## src/rtl/spu_pkg.sv

```systemverilog
package spu_pkg;
    localparam int SPU_OP_W   = 3;
    localparam int SPU_SIZE_W = 2;
    localparam int SPU_LEVELS = 3;

    typedef enum logic [SPU_OP_W-1:0] {
        OP_MIX_EVEN   = 3'd0,
        OP_MIX_ODD    = 3'd1,
        OP_CHECKER    = 3'd2,
        OP_PAIR_SWAP  = 3'd3,
        OP_SWAP_CHECK = 3'd4
    } spu_op_e;

    typedef enum logic [SPU_SIZE_W-1:0] {
        SZ_8  = 2'd0,
        SZ_16 = 2'd1,
        SZ_32 = 2'd2
    } spu_size_e;
endpackage

```

## src/rtl/spu_mix.sv

```systemverilog
module spu_mix #(
    parameter int DATA_W = 64,
    parameter int SUB_W  = 8
) (
    input  logic [DATA_W-1:0] a,
    input  logic [DATA_W-1:0] b,
    input  logic              odd_sel,
    output logic [DATA_W-1:0] y
);
    localparam int NSUB  = DATA_W / SUB_W;
    localparam int PAIRS = NSUB / 2;

    for (genvar j = 0; j < PAIRS; j++) begin : g_pair
        localparam int HI_E = DATA_W - 1 - (2 * j) * SUB_W;
        localparam int HI_O = DATA_W - 1 - (2 * j + 1) * SUB_W;
        assign y[HI_E -: SUB_W] = odd_sel ? a[HI_O -: SUB_W] : a[HI_E -: SUB_W];
        assign y[HI_O -: SUB_W] = odd_sel ? b[HI_O -: SUB_W] : b[HI_E -: SUB_W];
    end
endmodule

```

## src/rtl/spu_checker_merge.sv

```systemverilog
module spu_checker_merge #(
    parameter int DATA_W = 64,
    parameter int SUB_W  = 8
) (
    input  logic [DATA_W-1:0] a,
    input  logic [DATA_W-1:0] b,
    output logic [DATA_W-1:0] y
);
    localparam int NSUB = DATA_W / SUB_W;

    for (genvar p = 0; p < NSUB; p++) begin : g_pos
        localparam int HI = DATA_W - 1 - p * SUB_W;
        if (p % 2 == 0) begin : g_even
            assign y[HI -: SUB_W] = a[HI -: SUB_W];
        end else begin : g_odd
            assign y[HI -: SUB_W] = b[HI -: SUB_W];
        end
    end
endmodule

```

## src/rtl/spu_pair_swap.sv

```systemverilog
module spu_pair_swap #(
    parameter int DATA_W = 64,
    parameter int SUB_W  = 8
) (
    input  logic [DATA_W-1:0] a,
    output logic [DATA_W-1:0] y
);
    localparam int NSUB = DATA_W / SUB_W;

    for (genvar p = 0; p < NSUB; p++) begin : g_pos
        localparam int HI_DST = DATA_W - 1 - p * SUB_W;
        localparam int HI_SRC = DATA_W - 1 - (p ^ 1) * SUB_W;
        assign y[HI_DST -: SUB_W] = a[HI_SRC -: SUB_W];
    end
endmodule

```

## src/rtl/subword_permute_unit.sv

```systemverilog
module subword_permute_unit #(
    parameter int DATA_W    = 64,
    parameter int MIN_SUB_W = 8
) (
    input  logic                            clk,
    input  logic                            rst_n,
    input  logic                            in_valid,
    input  logic [spu_pkg::SPU_OP_W-1:0]    op,
    input  logic [spu_pkg::SPU_SIZE_W-1:0]  size,
    input  logic [DATA_W-1:0]               src_a,
    input  logic [DATA_W-1:0]               src_b,
    output logic                            out_valid,
    output logic [DATA_W-1:0]               result
);
    import spu_pkg::*;

    localparam int LEVELS = SPU_LEVELS;

    typedef struct packed {
        logic              vld;
        logic [DATA_W-1:0] res;
    } stage_t;

    stage_t stage_d, stage_q;

    logic [DATA_W-1:0] mix_res   [LEVELS];
    logic [DATA_W-1:0] check_res [LEVELS];
    logic [DATA_W-1:0] swap_res  [LEVELS];
    logic [DATA_W-1:0] xchk_res  [LEVELS];
    logic              odd_sel;

    assign odd_sel = (op == OP_MIX_ODD);

    for (genvar k = 0; k < LEVELS; k++) begin : g_level
        localparam int SUB_W = MIN_SUB_W << k;

        spu_mix #(.DATA_W(DATA_W), .SUB_W(SUB_W)) u_mix (
            .a(src_a), .b(src_b), .odd_sel(odd_sel), .y(mix_res[k])
        );
        spu_checker_merge #(.DATA_W(DATA_W), .SUB_W(SUB_W)) u_check (
            .a(src_a), .b(src_b), .y(check_res[k])
        );
        spu_pair_swap #(.DATA_W(DATA_W), .SUB_W(SUB_W)) u_swap (
            .a(src_a), .y(swap_res[k])
        );
        spu_pair_swap #(.DATA_W(DATA_W), .SUB_W(SUB_W)) u_xchk (
            .a(check_res[k]), .y(xchk_res[k])
        );
    end

    always_comb begin
        spu_op_e   op_e;
        spu_size_e sz_e;
        logic      sz_ok;
        op_e    = spu_op_e'(op);
        sz_e    = spu_size_e'(size);
        sz_ok   = (sz_e == SZ_8) || (sz_e == SZ_16) || (sz_e == SZ_32);
        stage_d = stage_q;
        stage_d.vld = in_valid;
        if (in_valid) begin
            stage_d.res = src_a;
            if (sz_ok) begin
                case (op_e)
                    OP_MIX_EVEN,
                    OP_MIX_ODD:    stage_d.res = mix_res[size];
                    OP_CHECKER:    stage_d.res = check_res[size];
                    OP_PAIR_SWAP:  stage_d.res = swap_res[size];
                    OP_SWAP_CHECK: stage_d.res = xchk_res[size];
                    default:       stage_d.res = src_a;
                endcase
            end
        end
    end

    always_ff @(posedge clk or negedge rst_n) begin
        if (!rst_n) begin
            stage_q <= '0;
        end else begin
            stage_q <= stage_d;
        end
    end

    assign out_valid = stage_q.vld;
    assign result    = stage_q.res;
endmodule

```

## config.mk

```make
export PLATFORM = sky130hd
export DESIGN_NAME = subword_permute_unit
export DESIGN_NICKNAME = d
export VERILOG_FILES = /design/src/rtl/spu_pkg.sv /design/src/rtl/spu_mix.sv /design/src/rtl/spu_checker_merge.sv /design/src/rtl/spu_pair_swap.sv /design/src/rtl/subword_permute_unit.sv
export SDC_FILE = /design/constraint.sdc
export NUM_CORES = 1
export LEC_CHECK = 0
export BUFFER_PORTS_ARGS = -buffer_cell sky130_fd_sc_hd__buf_4
export CORE_MARGIN = 2
export CORE_UTILIZATION = 55
export DETAILED_ROUTE_END_ITERATION = 7
export GPL_TIMING_DRIVEN = 1
export PLACE_DENSITY = 0.93
export SETUP_SLACK_MARGIN = 0.15
export SLEW_MARGIN = 10
export SYNTH_ARGS = -nofsm -noshare
export SYNTH_HDL_FRONTEND = slang
export SYNTH_SLANG_ARGS = --single-unit
```

## constraint.sdc

```tcl
create_clock -name clk -period 1.45 [get_ports clk]
set_input_delay 0.145 -clock clk [delete_from_list [all_inputs] [get_ports clk]]
set_output_delay 0.145 -clock clk [all_outputs]
set_load 0.02 [all_outputs]
```

==> summary.md, run 1 <==
| Metric | Value |
|---|---|
| Grt total ovfl | 6 |
| Pin count of the biggest net entering global routing | 66 |
| First Error | [ERROR GRT-0116] Global routing finished with congestion. Check the congestion regions in the DRC Viewer. |
| Global-route wire length before repair | roughly 88000 µm |
| Vias in the first global route | 14900 |
| Multiplexer share of the synthesized area | a little over a tenth |
| Largest cells by area after synthesis | dfrtp_1, a21oi_1, mux2i_1 |
| I/O Pins | 201 |
| Mapped Cells | about 1200 |
| Cell area after synthesis | ~0.0085 mm² |
| Main synth FF type | dfrtp_1 |
| Die W | 129 µm |
| Simple-gate area share of the yosys netlist | 19.8% |
| Synth Area in Adders | 0% |
| Initial core utilization | between 50 and 60% |
| Root buffer cell | clkbuf_16 |
| Syn Nets | 1332 |
| CTS Buf Count | 9 |
| Last stage reached | 5_1_grt |
| Syn Area/Cell | 7.13 µm² |
| Yosys top cell area share | a little under a fifth |
| XOR/XNOR share of the synthesized area | 0% |
| Number of clock sinks | 65 |
| CTS Buffer Depth | 2 |
| Synth cell count leaders | a21oi_1, o21ai_0, nand2_1, nor2_1, mux2i_1 |
| Sequential fraction of the synthesis area | roughly a fifth |
| DIE HEIGHT | 129 µm |
| Placed Instances | about 1700 |
| Seq cells post-synth | 65 |
| Synth Area in Compound Gates | between 40% and 50% |
| Place WS | -0.530 ns |
| Most frequent cell after synthesis | a21oi_1 |
| Tot GR Track Use | about 70% |
| Row count | 45 |
| Largest family of logic cells by synthesized area | compound AO/OA/AOI/OAI gates |
| Port bufs | 200 |
| Post-synth cell types | 67 |
| H-tree Lvls | 3 |
| Synthesis warning total | 0 |
| Status | aborted with a tool error |
| Gp weighted congestion | ~1.2 |
| Yosys top cell by area | dfrtp_1 |
| Async SR Flop Fraction | 100% |
| DP Wirelength | approximately 33000 µm |
| EDFF count, synth | 0 |
==> cell families after synthesis <==
group,count (synthesis)
flops,65
compound gates,551
buf+inv,140
simple gates,351
mux,89
==> metrics by stage <==
stage / instance area, µm² / util [%]
3_5_place_dp: 11700 / 76.7
2_1_floorplan: 8760 / -
4_1_cts: 12400 / 81.6
3_3_place_gp: 11700 / 76.7
==> routing by layer <==
layer  track usage [%]  GRT overflow
met2              84.1             5
met1              71.5             0
met3              59.3             0
met5              23.8             0
met4              63.9             1
==> timing repair <==
item                                    4_1_cts
hold endpoints to repair                     65
hold buffers                                  1
pin swaps                                    24
resized for setup                            65
endpoints found under the setup margin       63
buffers inserted                             17
gates cloned                                  1
==> run 2, diff against run 1 <==
--- a/config.mk
+++ b/config.mk
@@ -7,11 +7,10 @@
 export LEC_CHECK = 0
 export BUFFER_PORTS_ARGS = -buffer_cell sky130_fd_sc_hd__buf_4
 export CORE_MARGIN = 2
-export CORE_UTILIZATION = 55
+export CORE_UTILIZATION = 40
 export DETAILED_ROUTE_END_ITERATION = 7
 export GPL_TIMING_DRIVEN = 1
-export PLACE_DENSITY = 0.93
-export SETUP_SLACK_MARGIN = 0.15
+export PLACE_DENSITY_LB_ADDON = 0.15
 export SLEW_MARGIN = 10
 export SYNTH_ARGS = -nofsm -noshare
 export SYNTH_HDL_FRONTEND = slang
==> run 2 against run 1 <==
Against the previous run: synthesized cell count is the same; the flow now finishes, with violations (negative setup slack); synthesized area is the same.
==> summary.md, run 2 <==
| Metric | Value |
|---|---|
| Status | finished, violations left (was aborted with a tool error) |
| Failing checks | negative setup slack |
| Slew HR | between 60% and 70% |
| Final worst slack | -0.0133 ns |
| Clock share of power | 27.6% |
| Clk Latency, worst-skew pair | roughly 0.35 ns |
| Die W | 150 µm (was 129 µm) |
| Drt total wl | approximately 48000 µm |
| Worst Setup SP | size[0] |
| CP max-delay cell | a221oi_2 |
| DIE HEIGHT | 150 µm (was 129 µm) |
| Fin. Hold Viols | 0 |
| Setup violators final | 1 |
| RSZ-0062 raised after global routing | true |
| Seq cells post-synth | 65 (unchanged) |
| Area Overhead vs Synth | 48.0% |
| Data required, critical path | about 1.7 ns |
| Gp weighted congestion | 1.06 (was 1.21) |
| Port bufs | 200 (unchanged) |
| Root buffer cell | clkbuf_16 (unchanged) |
| CTS Buf Count | 9 (unchanged) |
| Peak VDD IR | 0.000576 V |
| Core area | 0.0210 mm² |
| Pleak | about 5.5 nW |
| Sequential fraction of the synthesis area | 19.1% (unchanged) |
| Leading cell type in the layout, fill and taps excluded | buf_4 |
| Hold depth | 3 |
| Vias | ~12000 |
| Mapped Cells | 1196 (unchanged) |
| Main synth FF type | dfrtp_1 (unchanged) |
| Worst hold path class | in -> reg |
| Final ANT Viol Nets | 0 |
| Critical path peak fanout | 10 |
| Number of clock sinks | 65 (unchanged) |
| Worst Skew | 0 ns |
| Syn Area/Cell | 7.13 µm² (unchanged) |
| Worst-margin pin slew | around 0.47 ns |
| FF-to-FF path depth | 3 |
| Fin crit share | 101% |
| Worst setup EP type | register |
| Final core occ | between 60% and 70% |
| Share of layout cells above drive strength 1 | about 36% |
| Global-route wire length before repair | a little under 70000 µm |
| Post-synth cell types | 67 (unchanged) |
| Tot GR Track Use | 41.0% |
| Max Slew Vio Count | 0 |
| Crit Path Category | in -> reg |
| Cell area after synthesis | 0.00853 mm² (unchanged) |
| Max Fclk | approximately 680 MHz |
| Synth cell count leaders | a21oi_1, o21ai_0, nand2_1, nor2_1, mux2i_1 (unchanged) |
| Syn Nets | 1332 (unchanged) |
| Min Tclk post-route | ~1.5 ns |
| Vias in the first global route | 11100 |
| I/O Pins | 201 (unchanged) |
| Ordered list of cells on the worst path | buf_4 -> buf_4 -> clkinv_1 -> buf_4 -> a22oi_1 -> a211oi_1 -> a221oi_2 -> buf_4 -> a21oi_1 |
| Gate power share | 47.8% |
| Worst-path clk slew | approximately 0.06 ns |
| CP Launch Type | input port |
| MaxCap Viol Count | 0 |
| Initial DRT Pass Iterations | 5 |
| Grt total ovfl | 0 |
| Drt initial violations | between 1000 and 1500 |
| CP arrival | about 1.7 ns |
| Power Density | 716 mW/mm² |
| Most frequent cell after synthesis | a21oi_1 (unchanged) |
| Net switching power | around 3.6 mW |
| Worst path most repeated cell | buf_4 |
| Setup TNS | -0.0133 ns |
| Internal Dissipation | between 5 and 6 mW |
| DP Wirelength | 36000 µm (was 32500 µm) |
| Crit path largest cell delay | a little over 0.3 ns |
| Row count | 53 (was 45) |
| Total power | ~9.0 mW |
| Fillers | just over 2000 |
| Initial core utilization | 40.7% (was 56.1%) |
| Via/cell ratio | 6.44 |
| Most frequent cells in the layout | buf_4, a21oi_1, o21ai_0 |
| Flop-to-flop setup slack | around 0.38 ns |
| Worst hold start | src_a[3] |
| Place WS | -0.574 ns (was -0.530 ns) |
| Max FFs per register | between 60 and 70 |
| Async SR Flop Fraction | 100% (unchanged) |
| Hold EP | result[3] |
| Die area | between 0.02 and 0.025 mm² |
| H-tree Lvls | 3 (unchanged) |
| Switching share of power | 40.2% |
| CTS Buffer Depth | 2 (unchanged) |
| Pin count of the biggest net entering global routing | 43 |
| Yosys top cell by area | dfrtp_1 (unchanged) |
| N_diodes | 0 |
| Largest cells by area after synthesis | dfrtp_1, a21oi_1, mux2i_1 (unchanged) |
| Reg-to-reg endpoint | result[53] |
| CTS tree | built |
| Initial antenna violation count | 0 |
| Sequential Power Share | between 20% and 30% |
| Synthesis warning total | 0 (unchanged) |
| Number of remaining DRC errors | 0 |
| Total Nets Final | between 1500 and 2000 |
| Placed Instances | 1815 (was 1687) |
| Final Non-Filler Cells | approximately 1800 |
| Yosys top cell area share | 19.1% (unchanged) |
| EDFF count, synth | 0 (unchanged) |
| WL per Instance | about 26 µm |
| R2r startpoint | result[53] |
==> run 2: cell counts after synthesis <==
No cell type changed its count.
==> run 2: repair_timing <==
| action | CTS | global route |
|---|---|---|
| hold endpoints to repair | 54 | 0 |
| setup buffers | 0 | 1 |
| resized for setup | 10 | 53 |
| gates cloned | 0 | 1 |
| pin swaps | 1 | 10 |
| hold buffers | 1 | 0 |
| endpoints found under the setup margin | 12 | 39 |
==> run 2: critical path: cells and delay by family <==
kind	cells	cell delay, ns
buffers and inverters	5	0.87
AOI/OAI and AO/OA	4	0.66
==> run 2: power groups by stage <==
stage | registers [mW] | logic [mW] | clock network (mW)
finish | 2.22 | 4.32 | 2.49
detailed placement | 2.25 | 4.10 | 0
floorplan | 2.52 | 1.64 | 0
CTS | 2.22 | 4.14 | 2.50
global route | 2.25 | 4.53 | 2.60
global placement | 2.25 | 4.10 | 0
==> run 2: final cells by class <==
type,instances,area [µm²],area share (%)
Inverter,16,60.1,0.476
Multi-Input combinational cell,991,6400,50.7
Clock buffer,11,253,2.00
Clock inverter,5,61.3,0.486
Tap cell,275,344,2.73
Timing Repair Buffer,471,3870,30.7
Sequential cell,65,1630,12.9
==> run 2: kinds of logic (layout without fill, tap and decap cells) <==
group / after synthesis / in the layout / synth area share (%)
AOI/OAI and AO/OA: 551 / 551 / 41.9
buffers and inverters: 140 / 503 / 8.48
DFF: 65 / 65 / 19.1
muxes: 89 / 89 / 10.7
and+or+nand+nor: 351 / 351 / 19.8
==> run 2: stage by stage <==
step	cell area (µm²)	hold slack [ns]
after floorplan	8550	-0.151
after global placement	12000	0.0532
after detailed placement	12000	0.0548
after CTS	12400	0.106
after global routing	12600	0.135
final	12600	0.115
==> run 2: worst max path at each step <==
| stage | depth (start not counted) | to |
|---|---|---|
| 6_report | 9 | result[59] |
| 2_1_floorplan | 7 | result[51] |
| 4_1_cts | 8 | result[42] |
| 3_3_place_gp | 8 | result[51] |
| 5_1_grt | 9 | result[60] |
| 3_5_place_dp | 8 | result[51] |
==> run 2: per-layer routing <==
layer  vias to the layer above  GRT usage (%)  share of wire [%]
li1                       5217              -                  -
met5                         -              0                  0
met3                       198           6.80                 10
met4                         0           24.6                6.5
met1                      5524           53.3                 39
met2                       874           63.7                 45
No activity file was read; power rests on OpenSTA's default activity.
